File: config.mk
export PLATFORM = sky130hd
export DESIGN_NAME = intc_bank
export DESIGN_NICKNAME = d
export VERILOG_FILES = /design/src/rtl/intc_pkg.sv /design/src/rtl/intc_cfg_regs.sv /design/src/rtl/intc_arbiter.sv /design/src/rtl/intc_route.sv /design/src/rtl/intc_bank.sv
export SDC_FILE = /design/constraint.sdc
export NUM_CORES = 2
export LEC_CHECK = 0
export BUFFER_PORTS_ARGS = -buffer_cell sky130_fd_sc_hd__clkbuf_2
export CAP_MARGIN = 25
export CORE_ASPECT_RATIO = 2
export CORE_MARGIN = 3
export CORE_UTILIZATION = 61
export DETAILED_ROUTE_END_ITERATION = 8
export PLACE_DENSITY = 0.81
export SYNTH_ARGS = -nofsm -noshare
export SYNTH_HDL_FRONTEND = slang
export SYNTH_SLANG_ARGS = --single-unit
export TNS_END_PERCENT = 1
File: constraint.sdc
create_clock -name clk -period 71 [get_ports clk]
set_clock_uncertainty 0.15 [all_clocks]
set_input_delay 14.2 -clock clk [delete_from_list [all_inputs] [get_ports clk]]
set_output_delay 14.2 -clock clk [all_outputs]
set_load 0.01 [all_outputs]
File: src/rtl/intc_pkg.sv
package intc_pkg;
  localparam int PRIO_W = 5;

  // byte offsets of the bank registers
  localparam int OFS_PEND = 'h00;
  localparam int OFS_MASK = 'h04;
  localparam int OFS_IRQN = 'h10;
  localparam int OFS_FIQN = 'h14;
  localparam int OFS_CTRL = 'h18;
  localparam int OFS_CFG0 = 'h20;

  // configuration word: prio[6:2], level[1], fast[0]
  typedef struct packed {
    logic [PRIO_W-1:0] prio;
    logic              lvl;
    logic              fast;
  } src_cfg_t;

  function automatic src_cfg_t decode_cfg(input logic [6:0] w, input logic fast_ok);
    src_cfg_t c;
    c.prio = w[6:2];
    c.lvl  = w[1];
    c.fast = w[0] & fast_ok;
    return c;
  endfunction

  function automatic int cfg_offset(input int n);
    return OFS_CFG0 + 4 * n;
  endfunction
endpackage

File: src/rtl/intc_cfg_regs.sv
module intc_cfg_regs
  import intc_pkg::*;
#(
  parameter int NUM_SRC = 32,
  parameter bit FIQ_EN  = 1'b1,
  parameter int ADDR_W  = 8
) (
  input  logic                       clk,
  input  logic                       rst_n,
  input  logic                       wr_en_i,
  input  logic [ADDR_W-1:0]          addr_i,
  input  logic [6:0]                 wdata_i,
  output src_cfg_t [NUM_SRC-1:0]     cfg_o
);
  for (genvar n = 0; n < NUM_SRC; n++) begin : g_cfg
    localparam logic [ADDR_W-1:0] MY_ADDR = ADDR_W'(cfg_offset(n));
    logic sel;
    assign sel = wr_en_i && (addr_i == MY_ADDR);
    always_ff @(posedge clk) begin
      if (!rst_n)   cfg_o[n] <= '0;
      else if (sel) cfg_o[n] <= decode_cfg(wdata_i, FIQ_EN);
    end
  end
endmodule

File: src/rtl/intc_arbiter.sv
module intc_arbiter
  import intc_pkg::*;
#(
  parameter int NUM_SRC = 32,
  localparam int IDX_W  = $clog2(NUM_SRC)
) (
  input  logic                   clk,
  input  logic                   rst_n,
  input  logic [NUM_SRC-1:0]     active_i,
  input  src_cfg_t [NUM_SRC-1:0] cfg_i,
  input  logic                   route_fast_i,
  output logic                   found_o,
  output logic [IDX_W-1:0]       idx_o
);
  logic [PRIO_W-1:0] best_prio;

  // strict compare keeps the earlier (lower) line on equal urgency
  always_comb begin
    found_o   = 1'b0;
    idx_o     = '0;
    best_prio = '1;
    for (int n = 0; n < NUM_SRC; n++) begin
      if (active_i[n] && (cfg_i[n].fast == route_fast_i) &&
          (!found_o || (cfg_i[n].prio < best_prio))) begin
        found_o   = 1'b1;
        idx_o     = IDX_W'(n);
        best_prio = cfg_i[n].prio;
      end
    end
  end


  winner_valid_chk: assert property (@(posedge clk) disable iff (!rst_n)
    found_o |-> (active_i[idx_o] && (cfg_i[idx_o].fast == route_fast_i)));
endmodule

File: src/rtl/intc_route.sv
module intc_route #(
  parameter int IDX_W = 5
) (
  input  logic             clk,
  input  logic             rst_n,
  input  logic             found_i,
  input  logic [IDX_W-1:0] idx_i,
  input  logic             ack_i,
  output logic             req_o,
  output logic [IDX_W-1:0] num_o,
  output logic             ack_hit_o
);
  assign ack_hit_o = ack_i && req_o;

  always_ff @(posedge clk) begin
    if (!rst_n) begin
      req_o <= 1'b0;
      num_o <= '0;
    end else if (ack_i) begin
      req_o <= 1'b0;
      num_o <= '0;
    end else if (!req_o && found_i) begin
      req_o <= 1'b1;
      num_o <= idx_i;
    end
  end


  frozen_hold_chk: assert property (@(posedge clk) disable iff (!rst_n)
    (req_o && !ack_i) |=> (req_o && $stable(num_o)));

  rise_has_winner_chk: assert property (@(posedge clk) disable iff (!rst_n)
    $rose(req_o) |-> ($past(found_i) && (num_o == $past(idx_i))));
endmodule

File: src/rtl/intc_bank.sv
module intc_bank
  import intc_pkg::*;
#(
  parameter int NUM_SRC = 32,
  parameter bit FIQ_EN  = 1'b1,
  parameter int ADDR_W  = 8
) (
  input  logic               clk,
  input  logic               rst_n,
  input  logic [NUM_SRC-1:0] src_i,
  input  logic               wr_en_i,
  input  logic [ADDR_W-1:0]  addr_i,
  input  logic [31:0]        wdata_i,
  output logic [31:0]        rdata_o,
  output logic               irq_o,
  output logic               fiq_o
);
  localparam int IDX_W = $clog2(NUM_SRC);

  src_cfg_t [NUM_SRC-1:0] cfg;
  logic [NUM_SRC-1:0] prev_q, edge_q, pend, mask_q, active;
  logic               pend_wr, mask_wr, ctrl_wr;
  logic               irq_found, fiq_found, irq_hit, fiq_hit;
  logic [IDX_W-1:0]   irq_idx, fiq_idx, irq_num, fiq_num;

  assign pend_wr = wr_en_i && (addr_i == ADDR_W'(OFS_PEND));
  assign mask_wr = wr_en_i && (addr_i == ADDR_W'(OFS_MASK));
  assign ctrl_wr = wr_en_i && (addr_i == ADDR_W'(OFS_CTRL));

  intc_cfg_regs #(.NUM_SRC(NUM_SRC), .FIQ_EN(FIQ_EN), .ADDR_W(ADDR_W)) u_cfg (
    .clk(clk), .rst_n(rst_n), .wr_en_i(wr_en_i), .addr_i(addr_i),
    .wdata_i(wdata_i[6:0]), .cfg_o(cfg));

  // per-line sensing: level follows input, edge latches a rise
  for (genvar n = 0; n < NUM_SRC; n++) begin : g_sense
    logic rise, clr;
    assign rise = src_i[n] & ~prev_q[n];
    assign clr  = (pend_wr & ~wdata_i[n]) |
                  (irq_hit & (irq_num == IDX_W'(n))) |
                  (fiq_hit & (fiq_num == IDX_W'(n)));
    always_ff @(posedge clk) begin
      if (!rst_n) begin
        prev_q[n] <= 1'b0;
        edge_q[n] <= 1'b0;
      end else begin
        prev_q[n] <= src_i[n];
        edge_q[n] <= rise | (edge_q[n] & ~clr);
      end
    end
    assign pend[n] = cfg[n].lvl ? src_i[n] : edge_q[n];
  end

  always_ff @(posedge clk) begin
    if (!rst_n)       mask_q <= '1;
    else if (mask_wr) mask_q <= wdata_i[NUM_SRC-1:0];
  end

  assign active = pend & ~mask_q;

  intc_arbiter #(.NUM_SRC(NUM_SRC)) u_arb_irq (
    .clk(clk), .rst_n(rst_n), .active_i(active), .cfg_i(cfg),
    .route_fast_i(1'b0), .found_o(irq_found), .idx_o(irq_idx));
  intc_arbiter #(.NUM_SRC(NUM_SRC)) u_arb_fiq (
    .clk(clk), .rst_n(rst_n), .active_i(active), .cfg_i(cfg),
    .route_fast_i(1'b1), .found_o(fiq_found), .idx_o(fiq_idx));

  intc_route #(.IDX_W(IDX_W)) u_out_irq (
    .clk(clk), .rst_n(rst_n), .found_i(irq_found), .idx_i(irq_idx),
    .ack_i(ctrl_wr & wdata_i[0]), .req_o(irq_o), .num_o(irq_num), .ack_hit_o(irq_hit));
  intc_route #(.IDX_W(IDX_W)) u_out_fiq (
    .clk(clk), .rst_n(rst_n), .found_i(fiq_found), .idx_i(fiq_idx),
    .ack_i(ctrl_wr & wdata_i[1]), .req_o(fiq_o), .num_o(fiq_num), .ack_hit_o(fiq_hit));

  always_comb begin
    rdata_o = '0;
    case (int'(addr_i))
      OFS_PEND: rdata_o = 32'(pend);
      OFS_MASK: rdata_o = 32'(mask_q);
      OFS_IRQN: rdata_o = 32'(irq_num);
      OFS_FIQN: rdata_o = 32'(fiq_num);
      default: begin
        for (int n = 0; n < NUM_SRC; n++)
          if (addr_i == ADDR_W'(cfg_offset(n))) rdata_o = 32'(cfg[n]);
      end
    endcase
  end


  masked_rise_chk: assert property (@(posedge clk) disable iff (!rst_n)
    $rose(irq_o) |-> !(($past(mask_q) >> irq_num) & 1));

  edge_hold_chk: assert property (@(posedge clk) disable iff (!rst_n)
    ($past(edge_q[0]) && !$past(pend_wr) && !$past(irq_hit) && !$past(fiq_hit)) |-> edge_q[0]);

  if (!FIQ_EN) begin : g_sec

    sec_no_fast_chk: assert property (@(posedge clk) disable iff (!rst_n) !fiq_o);
  end
endmodule

==> metrics.txt <==
Max Freq 0.0149 GHz; Area Growth Syn to Fin 6.33%; Tightest Pin Transition 1.22 ns; CP Capture Type flop; CTS sink count 332; Avg Cell Area, Syn 7.20 µm²; hold slack 0.239 ns; die width 168 µm; vias in the first global route 35300; fin area 0.0339 mm²; Worst setup SP type primary input; critical path's most frequent cell ha_1; critical path type in -> reg; Initial DRC Count 4315; XOR/XNOR share of the synthesized area 0.711%; r2r setup slk 17.15 ns; total wire length 139 mm; cell count after synthesis 4426; initial antenna violation count 9; cell family with most CP delay compound AO/OA/AOI/OAI gates; setup tns final 0 ns; CP startpoint src_i[0]; Worst EP required 71.25 ns; Synth Area in Simple Gates 26.8%; yosys warns 0; Port Buf Inserts 108; Leakage 0.0144 µW; hpwl dp 105 mm; GPL Wtd Cong 1.10; failing checks design-rule violations; pins over their slew limit 0; DIE HEIGHT 329 µm; RR Startpoint u_cfg.cfg_o[1]; Synth Area in Adders 5.95%; CTS H-tree depth 2; grt ovf 0; Clock Latency Late Sink 0.57 ns; first-pass GRT wire length 207 mm; # hold bufs at CTS 0; most frequent cells in the layout nand2_1 (677), nor2_1 (347), dfxtp_1 (332); Die ar. 0.0552 mm²; power per cell area 12.6 mW/mm²; Min-Delay Path Depth 1; R2R cell count 255; Netlist Area Pre-Place 0.0319 mm²; share of cells above drive strength 1 10.2%; Final #Nets 4598; # fillers 4746; Final Power 427 µW; flip-flop and latch count after synthesis 332; Unique masters post-synth 154; worst r2r dst u_out_irq.num_o[4]; Final Hold Viols 0; maximum clock path buffer count 3; Placed Area 0.0325 mm²; setup violators final 0; Pre-antenna DRT Iters 9; sequential element share of the synthesized area 20.9%; vias per inst 7.24; Worst Path Buf+Inv 23; largest net degree at the start of global routing 124; TritonCTS Buffers 35; Slew HR 18.5%; crit-path max FO 17; maxcap violations 0; Worst Hold End edge_q[6]; Synth Flop Type dfxtp_1; crit share post-route 94.4%; Worst path slowest cell or4_1; Critical Path AT 67.29 ns; core area 0.0512 mm²; # DRC 17; clock-pin transition on the worst setup and hold timing paths 0.06 ns; status finished, violations left; FF/Latch Area 0.00665 mm²; largest family of logic cells by synthesized area compound AO/OA/AOI/OAI gates; CTS tree done; footprint of the multi-input gates 0.0233 mm²; HP Start prev_q[6]; Period minus WS final 67.04 ns; Synth Net Count 4633; ys async rst share 0%; commonest non-fill, non-tap cell in the layout nand2_1; Synth Area in Compound Gates 32.4%; Total GRT Usage 48.1%; row count 117; CP max stage delay 0.56 ns; Worst VDD drop 0.0000178 V; routed vias 36700; EDFF count, synth 0; I/O pins 109; Min-Delay Path Class reg -> reg; CTS root buf clkbuf_16; mux cell area share after synthesis 6.99%; DR WL/cell 27.4 µm; starting density of the core 62.2%; remaining antenna violation count after routing 0
## how the worst max path moves through the flow
stage | cells after the start | slack, ns | endpoint
2_1_floorplan | 256 | 10.60 | u_out_fiq.num_o[2]
3_3_place_gp | 250 | 0.48 | u_out_irq.num_o[4]
3_5_place_dp | 259 | 1.20 | u_out_irq.num_o[4]
4_1_cts | 259 | 1.61 | u_out_irq.num_o[4]
5_1_grt | 259 | -0.03 | u_out_irq.num_o[4]
6_report | 256 | 3.96 | u_out_irq.num_o[4]
## metrics by stage
step	utilization (%)	instances	setup slack, ns
after CTS	65.7	5057	1.61
after global placement	63.3	4994	0.477
final	66.1	5073	3.96
after global routing	66.1	5069	-0.0250
after detailed placement	63.4	4998	1.20
after floorplan	-	4426	10.60
## final cells by class
cell class | count | area share [%]
diodes | 6 | 0.0443
clock buffers | 43 | 2.73
clock inverters | 16 | 0.764
inverters | 222 | 2.46
multi-input cells | 3630 | 68.8
flip-flops and latches | 332 | 19.6
well taps | 654 | 2.42
repair buffers | 170 | 3.12
## state kept, by name (all words and copies together), names as in the netlist
name	flops
prev_q	32
u_out_fiq.num_o	5
u_out_irq.req_o	1
u_out_irq.num_o	5
u_cfg.cfg_o	224
edge_q	32
u_out_fiq.req_o	1
mask_q	32
## where the power goes
part           internal, µW  switching [µW]  total, µW
combinational          11.4            24.2       35.6
sequential              189            2.17        191
clock                   115            84.2        200
## cell usage after synthesis (17+ instances only)
master | number | area share (%)
o211a_1 | 44 | 1.4
mux2i_1 | 157 | 4.9
and2_1 | 47 | 0.92
nor4_1 | 26 | 0.51
a21o_1 | 42 | 0.99
or3_1 | 47 | 0.92
buf_4 | 18 | 0.42
ha_1 | 132 | 5.2
clkbuf_1 | 162 | 1.9
o211ai_1 | 27 | 0.64
a211oi_1 | 59 | 1.4
maj3_1 | 21 | 0.66
o31ai_1 | 33 | 0.78
o21a_1 | 27 | 0.64
mux2_2 | 33 | 1.2
nand4_1 | 28 | 0.55
a31oi_1 | 41 | 0.81
nand3_1 | 299 | 4.7
dfxtp_1 | 332 | 21
o22ai_1 | 30 | 0.59
and3_1 | 27 | 0.53
nor3_1 | 92 | 1.4
buf_2 | 22 | 0.35
nand2b_1 | 29 | 0.57
o21ai_0 | 283 | 4.4
a22oi_1 | 55 | 1.3
inv_1 | 220 | 2.6
xnor2_1 | 17 | 0.47
nor2b_1 | 72 | 1.4
a21boi_0 | 186 | 4.4
o221ai_1 | 38 | 1.0
a21oi_1 | 240 | 3.8
a221oi_1 | 18 | 0.49
nor2_1 | 351 | 4.1
or2_2 | 33 | 0.65
nand2_1 | 677 | 8.0
buf_6 | 17 | 0.60
## kinds of logic (layout without fill, tap and decap cells)
| logic type | Yosys count | after routing |
|---|---|---|
| AO/OA/AOI/OAI | 1417 | 1417 |
| XOR/XNOR | 25 | 25 |
| adder cells (fa/ha/maj) | 156 | 156 |
| buffers and inverters | 464 | 451 |
| flip-flops | 332 | 332 |
| multiplexers | 212 | 212 |
| other | 0 | 6 |
| AND/OR/NAND/NOR | 1820 | 1820 |
## metal layers
metal  wire length [µm]  track usage, %
met1              43300            46.5
met2              61500            77.8
met3              14400            14.3
met4              19700            51.5
met5                 21               0
## timing repair
| item | CTS | global route |
|---|---|---|
| buffers inserted | 0 | 9 |
| endpoints found under the setup margin | 0 | 10 |
| resized for setup | 0 | 29 |
## worst register-to-register path, delay by kind of cell, from the launching register on
| kind | cells | cell delay [ns] |
|---|---|---|
| AOI/OAI and AO/OA | 107 | 23.51 |
| adders and majority gates | 34 | 9.85 |
| buffers and inverters | 22 | 2.08 |
| DFF | 1 | 0.49 |
| muxes | 12 | 3.69 |
| and+or+nand+nor | 80 | 13.89 |
Power figures use the tool's default switching activity.
